[src/rtl/bshift_pkg.sv]
package bshift_pkg;

    // Mode code: the upper bit picks the kind of move, the lower bit the direction.
    typedef struct packed {
        logic rotate;   // 1: bits wrap around, 0: vacated bits become zero
        logic left;     // 1: toward the MSB, 0: toward the LSB
    } bs_mode_t;

    localparam bs_mode_t MODE_LSR = '{rotate: 1'b0, left: 1'b0};
    localparam bs_mode_t MODE_LSL = '{rotate: 1'b0, left: 1'b1};
    localparam bs_mode_t MODE_ROR = '{rotate: 1'b1, left: 1'b0};
    localparam bs_mode_t MODE_ROL = '{rotate: 1'b1, left: 1'b1};

endpackage

[src/rtl/bshift_mirror.sv]
// Conditional bit-order reversal: a right move is done as mirror, move left, mirror.
module bshift_mirror #(
    parameter int N = 4
) (
    input  logic [N-1:0] din,
    input  logic         flip,
    output logic [N-1:0] dout
);

    logic [N-1:0] rev_d;

    for (genvar i = 0; i < N; i++) begin : g_rev
        assign rev_d[i] = din[N-1-i];
    end

    always_comb begin
        dout = flip ? rev_d : din;
    end

endmodule

[src/rtl/bshift_layer.sv]
// One multiplexer layer: moves the word left by AMT positions when sel is set.
// Positions freed at the bottom are refilled from the top (wrap) or with zero.
module bshift_layer #(
    parameter int N   = 4,
    parameter int AMT = 1
) (
    input  logic [N-1:0] din,
    input  logic         sel,
    input  logic         wrap,
    output logic [N-1:0] dout
);

    logic [N-1:0] moved_d;

    for (genvar i = 0; i < N; i++) begin : g_bit
        if (i >= AMT) begin : g_inner
            assign moved_d[i] = din[i-AMT];
        end else begin : g_edge
            assign moved_d[i] = wrap & din[N-AMT+i];
        end
    end

    always_comb begin
        dout = sel ? moved_d : din;
    end

endmodule

[src/rtl/bshift_top.sv]
module bshift_top
    import bshift_pkg::*;
#(
    parameter  int N  = 4,
    localparam int DW = (N > 1) ? $clog2(N) : 1
) (
    input  logic [N-1:0]  data_in,
    input  logic [1:0]    mode_in,
    input  logic [DW-1:0] dist_in,
    output logic [N-1:0]  data_out
);

    bs_mode_t mode_d;
    logic [N-1:0] entry_d;
    logic [DW:0][N-1:0] lane_d;

    always_comb begin
        mode_d = bs_mode_t'(mode_in);
    end

    // Right moves enter the left-only core mirrored.
    bshift_mirror #(.N(N)) u_mirror_in (
        .din  (data_in),
        .flip (~mode_d.left),
        .dout (entry_d)
    );

    assign lane_d[0] = entry_d;

    // Layer k moves by 2^k when distance bit k is set.
    for (genvar k = 0; k < DW; k++) begin : g_layer
        bshift_layer #(.N(N), .AMT(1 << k)) u_layer (
            .din  (lane_d[k]),
            .sel  (dist_in[k]),
            .wrap (mode_d.rotate),
            .dout (lane_d[k+1])
        );
    end

    bshift_mirror #(.N(N)) u_mirror_out (
        .din  (lane_d[DW]),
        .flip (~mode_d.left),
        .dout (data_out)
    );

endmodule

[config.mk]
export PLATFORM = sky130hd
export DESIGN_NAME = bshift_top
export DESIGN_NICKNAME = d
export VERILOG_FILES = /design/src/rtl/bshift_pkg.sv /design/src/rtl/bshift_mirror.sv /design/src/rtl/bshift_layer.sv /design/src/rtl/bshift_top.sv
export SDC_FILE = /design/constraint.sdc
export NUM_CORES = 1
export LEC_CHECK = 0
export BUFFER_PORTS_ARGS = -buffer_cell sky130_fd_sc_hd__buf_2
export CAP_MARGIN = 20
export CORE_AREA = 10 10 47 49
export DETAILED_ROUTE_END_ITERATION = 10
export DIE_AREA = 0 0 57 59
export GPL_ROUTABILITY_DRIVEN = 0
export GPL_TIMING_DRIVEN = 0
export REMOVE_ABC_BUFFERS = 1
export SLEW_MARGIN = 10
export SYNTH_ARGS = -nofsm -noshare
export SYNTH_HDL_FRONTEND = slang
export SYNTH_SLANG_ARGS = --single-unit
[constraint.sdc]
create_clock -name vclk -period 1.85
set_input_delay 0.2775 -clock vclk [all_inputs]
set_output_delay 0.2775 -clock vclk [all_outputs]
set_load 0.05 [all_outputs]
Yosys cells after proc, flatten, opt, wreduce, memory -nomap -nowiden --
Cells that the tools add are included.
Operators by class: muxes and demuxes 4, bitwise gates (word level) 3
Operators by type and width (count):
- two-way mux 4 bit | 4
- bitwise AND 1 bit | 3
Word-level totals: register bits after elaboration 0, word-level logic and storage cells 7, input port bits 8, output and inout port bits 4

Longest topological paths before layout --
Gate-level depths: netlist (run 1).
word-level depth 6, mapped depth 4, gate-level depth less buffers 3

Modules after synthesis --
Synthesis (run 1) repeated with hierarchy kept, for this count alone.
Second synthesis, totals: cell total of the unflattened synthesis 23, area total of the unflattened synthesis 191.4 sq um
Modules (own cells, without submodules):
- bshift_mirror | times used 2, cells each 4, seq. area each 0.0 sq um, area an instance 45.0 sq um
- bshift_layer at g_layer[1].u_layer | times used 1, cells each 8, seq. area each 0.0 sq um, area an instance 50.0 sq um
- bshift_layer at g_layer[0].u_layer | times used 1, cells each 6, seq. area each 0.0 sq um, area an instance 47.5 sq um
- bshift_top | times used 1, cells each 1, seq. area each 0.0 sq um, area an instance 3.8 sq um

Worst setup path before layout (run 1) --
No wires, ideal clock.
path type input to output, start input mode_in[0], end output data_out[1], data required time 1.572 ns, slack 0.283 ns, buffers on the path 1, arrival time 1.290 ns, stages on the path 4, path through clkbuf_1 > xnor2_1 > mux2i_1 > a22o_1
Between the ends: word-level cells in the longest chain between the ends 5, elaborated cells between the ends (all ways) 6, classes of those cells mux (4); bitwise (2)
Ends and longest elaborated chain:
- from (decl) | RTL line bshift_top.sv:8 | input logic [1:0] mode_in,
- two-way mux 4 bit | RTL line bshift_mirror.sv:17 | dout = flip ? rev_d : din;
- bitwise AND 1 bit or two-way mux 4 bit (tied branches) | RTL line bshift_layer.sv:19, bshift_layer.sv:24
- two-way mux 4 bit or bitwise AND 1 bit (tied branches) | RTL line bshift_layer.sv:24, bshift_layer.sv:19
- two-way mux 4 bit | RTL line bshift_layer.sv:24 | dout = sel ? moved_d : din;
- two-way mux 4 bit * | RTL line bshift_mirror.sv:17
- to (decl) | RTL line bshift_top.sv:10 | output logic [N-1:0] data_out
Every way passes the cells marked *; elsewhere a longest branch is shown, timed or not.

Worst setup path in the final report (run 1) --
start input dist_in[0], end output data_out[3]
Between the ends: word-level cells in the longest chain between the ends 4
Ends and longest elaborated chain:
- from (decl) | RTL line bshift_top.sv:9 | input logic [DW-1:0] dist_in,
- two-way mux 4 bit * | RTL line bshift_layer.sv:24
- bitwise AND 1 bit | RTL line bshift_layer.sv:19 | assign moved_d[i] = wrap & din[N-AMT+i];
- two-way mux 4 bit * | RTL line bshift_layer.sv:24
- two-way mux 4 bit * | RTL line bshift_mirror.sv:17
Marks and branches as above.

==> summary.md, run 1 <==
| Metric | Value |
|---|---|
| Crit end category | `primary output` |
| NetSw | `0.0000743 W` |
| GRT Total Usage | `4.49%` |
| Slowest cell on the critical path | `mux4_2` |
| Fmax | `583 MHz` |
| Final net count | `55` |
| Least-Margin Pin Slew | `between 200 and 300 ps` |
| WP data arrival | `~1400 ps` |
| N_diodes | `0` |
| Total Wirelength | `786 um` |
| Syn Inst Count | `36` |
| Status | `completed` |
| Die area | `3360 um2` |
| DRC Markers | `0` |
| Layout area overhead | `21.9%` |
| Chip width | `57 um` |
| Clk_buf instances | `0` |
| RSZ-0062 raised after global routing | `false` |
| Setup TNS | `0 ps` |
| CP Capture Point | `data_out[3]` |
| Crit path max fanout | `14` |
| Synth unique cells | `21` |
| CP cell instances | `clkbuf_4 -> mux4_2 -> o22a_1 -> buf_2` |
| Final min period | `between 1500 and 2000 ps` |
| Internal | `slightly above 0.00004 W` |
| HPWL Detailed | `633 um` |
| Fin worst setup slack | `134 ps` |
| Yosys top cell by area | `mux2i_1` |
| Row Count | `14` |
| CP Depth | `4` |
| Relative slew slack | `83.4%` |
| Avg Inst Size Synth | `7.61 um2` |
| Largest net degree at the start of global routing | `15` |
| Vias in the first global route | `about 300` |
| Initial antenna violation count | `0` |
| Part of the power in the clock network | `0%` |
| Combinational share of power | `100.0%` |
| Post-DR wirelength/cell | `12.9 um` |
| Die height | `59 um` |
| Pleak | `0.155 nW` |
| Pre-CTS WS | `65.1 ps` |
| HP Start | `mode_in[0]` |
| Switching Share | `64.2%` |
| Crit-path max cell delay | `around 520 ps` |
| Initial Util | `19.6%` |
| Share of post-route cells with drive strength above 1 | `31.1%` |
| Crit path max-delay family | `multiplexers` |
| Vias per cell | `5.08` |
| Mapped Area | `approximately 270 um2` |
| Fillers | `172` |
| First drt pass iteration count | `3` |
| Peak supply drop | `~100 uV` |
| Register Area | `0 um2` |
| Min-delay worst type | `input pin to primary output` |
| Power density over the cells | `347 nW/um2` |
| WS Path Type | `input pin to primary output` |
| Max Slew Vio Count | `0` |
| First-pass GRT wire length | `1360 um` |
| Crit path launch type | `input pin` |
| Core box area | `1400 um2` |
| Post-DRT Antenna Nets | `0` |
| CP Buf/Inv Count | `2` |
| Seq cells | `0` |
| Vias | `310` |
| Final setup fails | `0` |
| Port Buf Inserts | `12` |
| 1st-iter DRT viols | `2` |
| Required @ worst endpoint | `1570 ps` |
| Yosys top cell area share | `18.3%` |
| Sequential share of power | `0%` |
| Top area cells in the synthesized netlist | `mux2i_1, mux4_2, o22a_1` |
| Period Utilization, post-route | `92.8%` |
| Number of max-cap violations | `0` |
| Final Hold Fails | `0` |
| Register area share after synthesis | `0%` |
| I/O pin cnt | `12` |
| Synth warn | `0` |
| Worst setup path startpoint | `dist_in[0]` |
| GR Overflow Total | `0` |
per-stage QoR:
stage,power [W],hold slack (ps),std cells,utilization (%),area [um2]
2_1_floorplan,0.0000778,918,33,-,251
3_3_place_gp,0.000114,1110,61,23.7,332
3_5_place_dp,0.000116,1120,61,23.7,332
4_1_cts,0.000116,1120,61,23.7,332
5_1_grt,0.000126,1140,61,23.8,334
6_report,0.000116,1110,61,23.8,334
Yosys cell counts:
cell and count:
a31oi_1 1, nor2_1 2, inv_1 3, xnor2_1 1
nand2b_1 2, buf_6 1, nand2_1 2, o21ai_0 2
nand3b_1 1, a211oi_1 2, o22a_1 2, a21oi_1 2
a22o_1 1, mux4_2 2, buf_4 1, mux2i_1 5
o221ai_1 1, nand3_1 2, a211o_1 1, o22ai_1 1
clkbuf_1 1
power by group through the flow:
stage               Clock (W)  Combinational [W]  Sequential, W
finish                      0           0.000116              0
global route                0           0.000126              0
CTS                         0           0.000116              0
detailed placement          0           0.000116              0
global placement            0           0.000114              0
floorplan                   0          0.0000778              0
cell families (layout without fill, tap and decap cells):
family                    after synthesis  count (layout)  share of synthesized area [%]
AOI/OAI and AO/OA                      13              13                           33.3
xor gates and xnor gates                1               1                           3.20
buffers and inverters                   6              15                           12.3
muxes                                   7               7                           34.7
and+or+nand+nor                         9               9                           16.4
metal layers:
metal / routed length [um] / track usage, % / share of wire [%]
met5: 0 / 0 / 0
met4: 0 / 0 / 0
met3: 39 / 0.858 / 5.0
met2: 356 / 7.75 / 45
met1: 390 / 5.91 / 50
final cells by class:
cell class	count	area, um2	area share (%)
Timing Repair Buffer	12	62.6	18.7
Inverter	3	11.3	3.37
Tap cell	16	20.0	5.99
Multi-Input combinational cell	30	240	71.9
repair_timing:
item / 4_1_cts / 5_1_grt
setup buffers: 0 / 0
gates resized for setup: 0 / 1
setup endpoints to repair: 0 / 1
hold buffers: 0 / 0
how the worst min path moves through the flow:
stage | endpoint | slack (ps) | depth (start not counted)
floorplan | data_out[1] | 920 | 1
global placement | data_out[1] | 1110 | 3
detailed placement | data_out[1] | 1120 | 3
CTS | data_out[1] | 1120 | 3
global route | data_out[1] | 1140 | 3
finish | data_out[1] | 1110 | 3
placed cells by master, fill, tap and decap left out, drive strengths merged:
master,netlist,final
a211o,1,1
a211oi,2,2
a21oi,2,2
a22o,1,1
a31oi,1,1
buf,2,11
clkbuf,1,1
inv,3,3
mux2i,5,5
mux4,2,2
nand2,2,2
nand2b,2,2
nand3,2,2
nand3b,1,1
nor2,2,2
o21ai,2,2
o221ai,1,1
o22a,2,2
o22ai,1,1
xnor2,1,1
Note: power is estimated with default switching activity, not from simulation.
==> inputs of run 2 (changes only) <==
--- a/config.mk
+++ b/config.mk
@@ -7,13 +7,14 @@
 export LEC_CHECK = 0
 export BUFFER_PORTS_ARGS = -buffer_cell sky130_fd_sc_hd__buf_2
 export CAP_MARGIN = 20
-export CORE_AREA = 10 10 47 49
+export CORE_AREA = 8 8 45 47
 export DETAILED_ROUTE_END_ITERATION = 10
-export DIE_AREA = 0 0 57 59
+export DIE_AREA = 0 0 53 55
 export GPL_ROUTABILITY_DRIVEN = 0
 export GPL_TIMING_DRIVEN = 0
 export REMOVE_ABC_BUFFERS = 1
 export SLEW_MARGIN = 10
 export SYNTH_ARGS = -nofsm -noshare
 export SYNTH_HDL_FRONTEND = slang
+export SYNTH_HIERARCHICAL = 1
 export SYNTH_SLANG_ARGS = --single-unit
==> constraint.sdc (replaced) <==
create_clock -name vclk -period 1.85
set_input_delay 0.2775 -clock vclk [all_inputs]
set_output_delay 0.2775 -clock vclk [all_outputs]
set_load 0.02 [all_outputs]
==> run 2 against run 1 <==
The flow now finishes with violations (negative setup slack). Final cell count decreased by 15%. First-iteration DRC count is 50% lower. Power grew 11%. Maximum frequency shrank 17%. Highest routed layer unchanged. Routed wire length down 18%. Via count is 29% lower. Synthesized cell count fell by 36%. Flip-flop and latch count did not move. Critical path type unchanged. Utilization increased by 1.3 points.
==> summary.md, run 2 <==
| Metric | Value |
|---|---|
| Status | `finished with violations` |
| Failing checks | `negative setup slack` |
| Post-Synth Adder-Cell Area | `0% (unchanged)` |
| WP data arrival | `1790 ps (+350 ps)` |
| N_diodes | `0 (unchanged)` |
| Xor/xnor share of the synthesized area | `0% (-3.2 points)` |
| Fin cells | `52 (-15%)` |
| RSZ-0062 raised after global routing | `true` |
| Slowest cell on the critical path | `mux2_4` |
| Period Utilization, post-route | `112% (+19 points)` |
| First-pass GRT wire length | `1010 um (-26%)` |
| Required @ worst endpoint | `1570 ps (about the same)` |
| DRC Markers | `0 (unchanged)` |
| Least-Margin Pin Slew | `291 ps (+40.0 ps)` |
| Total Wirelength | `643 um (-18%)` |
| Synth warn | `6 (+6)` |
| Final Hold Fails | `0 (unchanged)` |
| Met1 WL | `334 um (-14%)` |
| Fin area | `348 um2 (+4.1%)` |
| Hold Crit Depth | `5 (+2)` |
| Post-Synth Simple-Gate Area | `7.84% (-8.6 points)` |
| Yosys top cell area share | `76.5% (+58 points)` |
| WL met3 | `15 um (-62%)` |
| Final net count | `46 (-16%)` |
| GRT Total Usage | `4.20% (-0.29 points)` |
| Peak supply drop | `88.9 uV (-9.8%)` |
| Layout area overhead | `81.7%` |
| Power density over the cells | `368 nW/um2 (+6.1%)` |
| Share of post-route cells with drive strength above 1 | `75.0% (+44 points)` |
| Top cells by count, synth | `mux2_2, inv_1, nand3_1, o21ai_0` |
| Initial Util | `13.8% (-5.7 points)` |
| Largest net degree at the start of global routing | `7 (-8)` |
| CP Depth | `7 (+3)` |
| Post-DRT Antenna Nets | `0 (unchanged)` |
| 1st-iter DRT viols | `1 (-1)` |
| CP Buf/Inv Count | `3 (+1)` |
| Top area cells in the synthesized netlist | `mux2_2, nand3_1, o21ai_0` |
| Commonest non-fill, non-tap cells in the layout | `mux2_4, buf_2, buf_6` |
| First drt pass iteration count | `3 (unchanged)` |
| WL met2 | `293 um (-18%)` |
| Largest family of logic cells by synthesized area | `multiplexers` |
| Crit path launch type | `input pin` |
| Max layer used | `met3` |
| Vias | `219 (-29%)` |
| Seq cells | `0 (unchanged)` |
| Initial antenna violation count | `0 (unchanged)` |
| Synth Area in Compound Gates | `7.84% (-25 points)` |
| Max Slew Vio Count | `0 (unchanged)` |
| Clk_buf instances | `0 (unchanged)` |
| Yosys top cell by area | `mux2_2` |
| CP dominant cell by count | `mux2_4` |
| Core box area | `1380 um2 (-1.2%)` |
| Port Buf Inserts | `12 (unchanged)` |
| Crit path max fanout | `5 (-9)` |
| Post-CTS Hold Fix Bufs | `0 (unchanged)` |
| Post-DR wirelength/cell | `12.4 um (-4.0%)` |
| Synth unique cells | `4 (-81%)` |
| Most frequent cell after synthesis | `mux2_2` |
| Die height | `55 um (-6.8%)` |
| Crit path max-delay family | `multiplexers` |
| Vias per cell | `4.21 (-17%)` |
| Inst Count DP | `51 (-16%)` |
| Avg Inst Size Synth | `8.32 um2 (+9.4%)` |
| Crit-path max cell delay | `330 ps (-190 ps)` |
| Vias in the first global route | `237 (-22%)` |
| WS Path Type | `input pin to primary output` |
| Relative slew slack | `80.4% (-3.0 points)` |
| GR Overflow Total | `0 (unchanged)` |
| Mapped Area | `191 um2 (-30%)` |
| Final min period | `2070 ps (+353 ps)` |
| Fin worst setup slack | `-220 ps (-353 ps)` |
| DP Area | `272 um2 (-18%)` |
| Crit end category | `primary output` |
| Number of max-cap violations | `0 (unchanged)` |
| CP cell instances | `buf_6 -> clkinvlp_4 -> mux2_4 -> mux2_4 -> mux2_4 -> mux2_4 -> buf_6` |
| Layout Utilization | `25.1% (+1.3 points)` |
| Mux cell area share after synthesis | `76.5% (+42 points)` |
| Die area | `2920 um2 (-13%)` |
| Most common cell after layout, fill and taps aside | `mux2_4` |
| Register Area | `0 um2 (unchanged)` |
| Final setup fails | `4 (+4)` |
| Syn Inst Count | `23 (-36%)` |
| Chip width | `53 um (-7.0%)` |
| Row Count | `14 (unchanged)` |
| Min-delay worst type | `input pin to primary output` |
| I/O pin cnt | `12 (unchanged)` |
| Pleak | `0.176 nW (+13%)` |
| Fmax | `483 MHz (-17%)` |
| Register area share after synthesis | `0% (unchanged)` |
run 2: changes by cell type after synthesis, sizes merged, moves of 2 or more:
| cell | before | now |
|---|---|---|
| mux2i | 5 | 0 |
| mux4 | 2 | 0 |
| o22a | 2 | 0 |
| buf | 2 | 0 |
| a211oi | 2 | 0 |
| nand2 | 2 | 0 |
| a21oi | 2 | 0 |
| nor2 | 2 | 0 |
| mux2 | 0 | 13 |
| nand2b | 2 | 0 |
run 2: where the power goes:
part | leakage, nW | internal [W] | switching, W
clock network | 0 | 0 | 0
logic | 0.176 | 0.0000732 | 0.0000547
registers | 0 | 0 | 0
total | 0.176 | 0.0000732 | 0.0000547
run 2: path summary, 6_finish.rpt:
kind	end	slack, ps	startpoint
max	data_out[2]	-220	mode_in[0]
min	data_out[3]	1110	mode_in[1]
run 2: cell families after synthesis:
kind of cell / count (synthesis)
muxes: 13
buffers and inverters: 4
AOI/OAI and AO/OA: 3
and+or+nand+nor: 3
run 2: metal layers:
metal / track usage [%] / vias to the layer above
li1: - / 111
met1: 6.33 / 101
met2: 6.84 / 7
met3: 0 / 0
met4: 0 / 0
met5: 0 / -
run 2: through the flow:
stage | total power [W] | setup slack (ps) | TNS, ps | hold WS, ps
final | 0.000128 | -220 | -816 | 1110
after global routing | 0.000137 | -277 | -1040 | 1140
after CTS | 0.000127 | -206 | -793 | 1100
after detailed placement | 0.0000895 | -373 | -1470 | 1120
after global placement | 0.0000880 | -358 | -1420 | 1120
after floorplan | 0.0000613 | -90.0 | -342 | 886
run 2: layout make-up:
class / instances / area [um2]
fill: 155 / 1040
inverter: 4 / 18.8
multi-input combinational: 19 / 210
tap: 16 / 20.0
timing repair buffer: 13 / 98.8
run 2: repair_timing:
item	in CTS	in global routing
resized for setup	19	0
buffers inserted	1	0
pin swaps	0	0
setup endpoints to repair	4	4
run 2: worst min-delay path, stage by stage:
cell	delay (ps)
buf_2	110
nand3_1	80
o21ai_0	90
mux2_2	160
buf_6	110
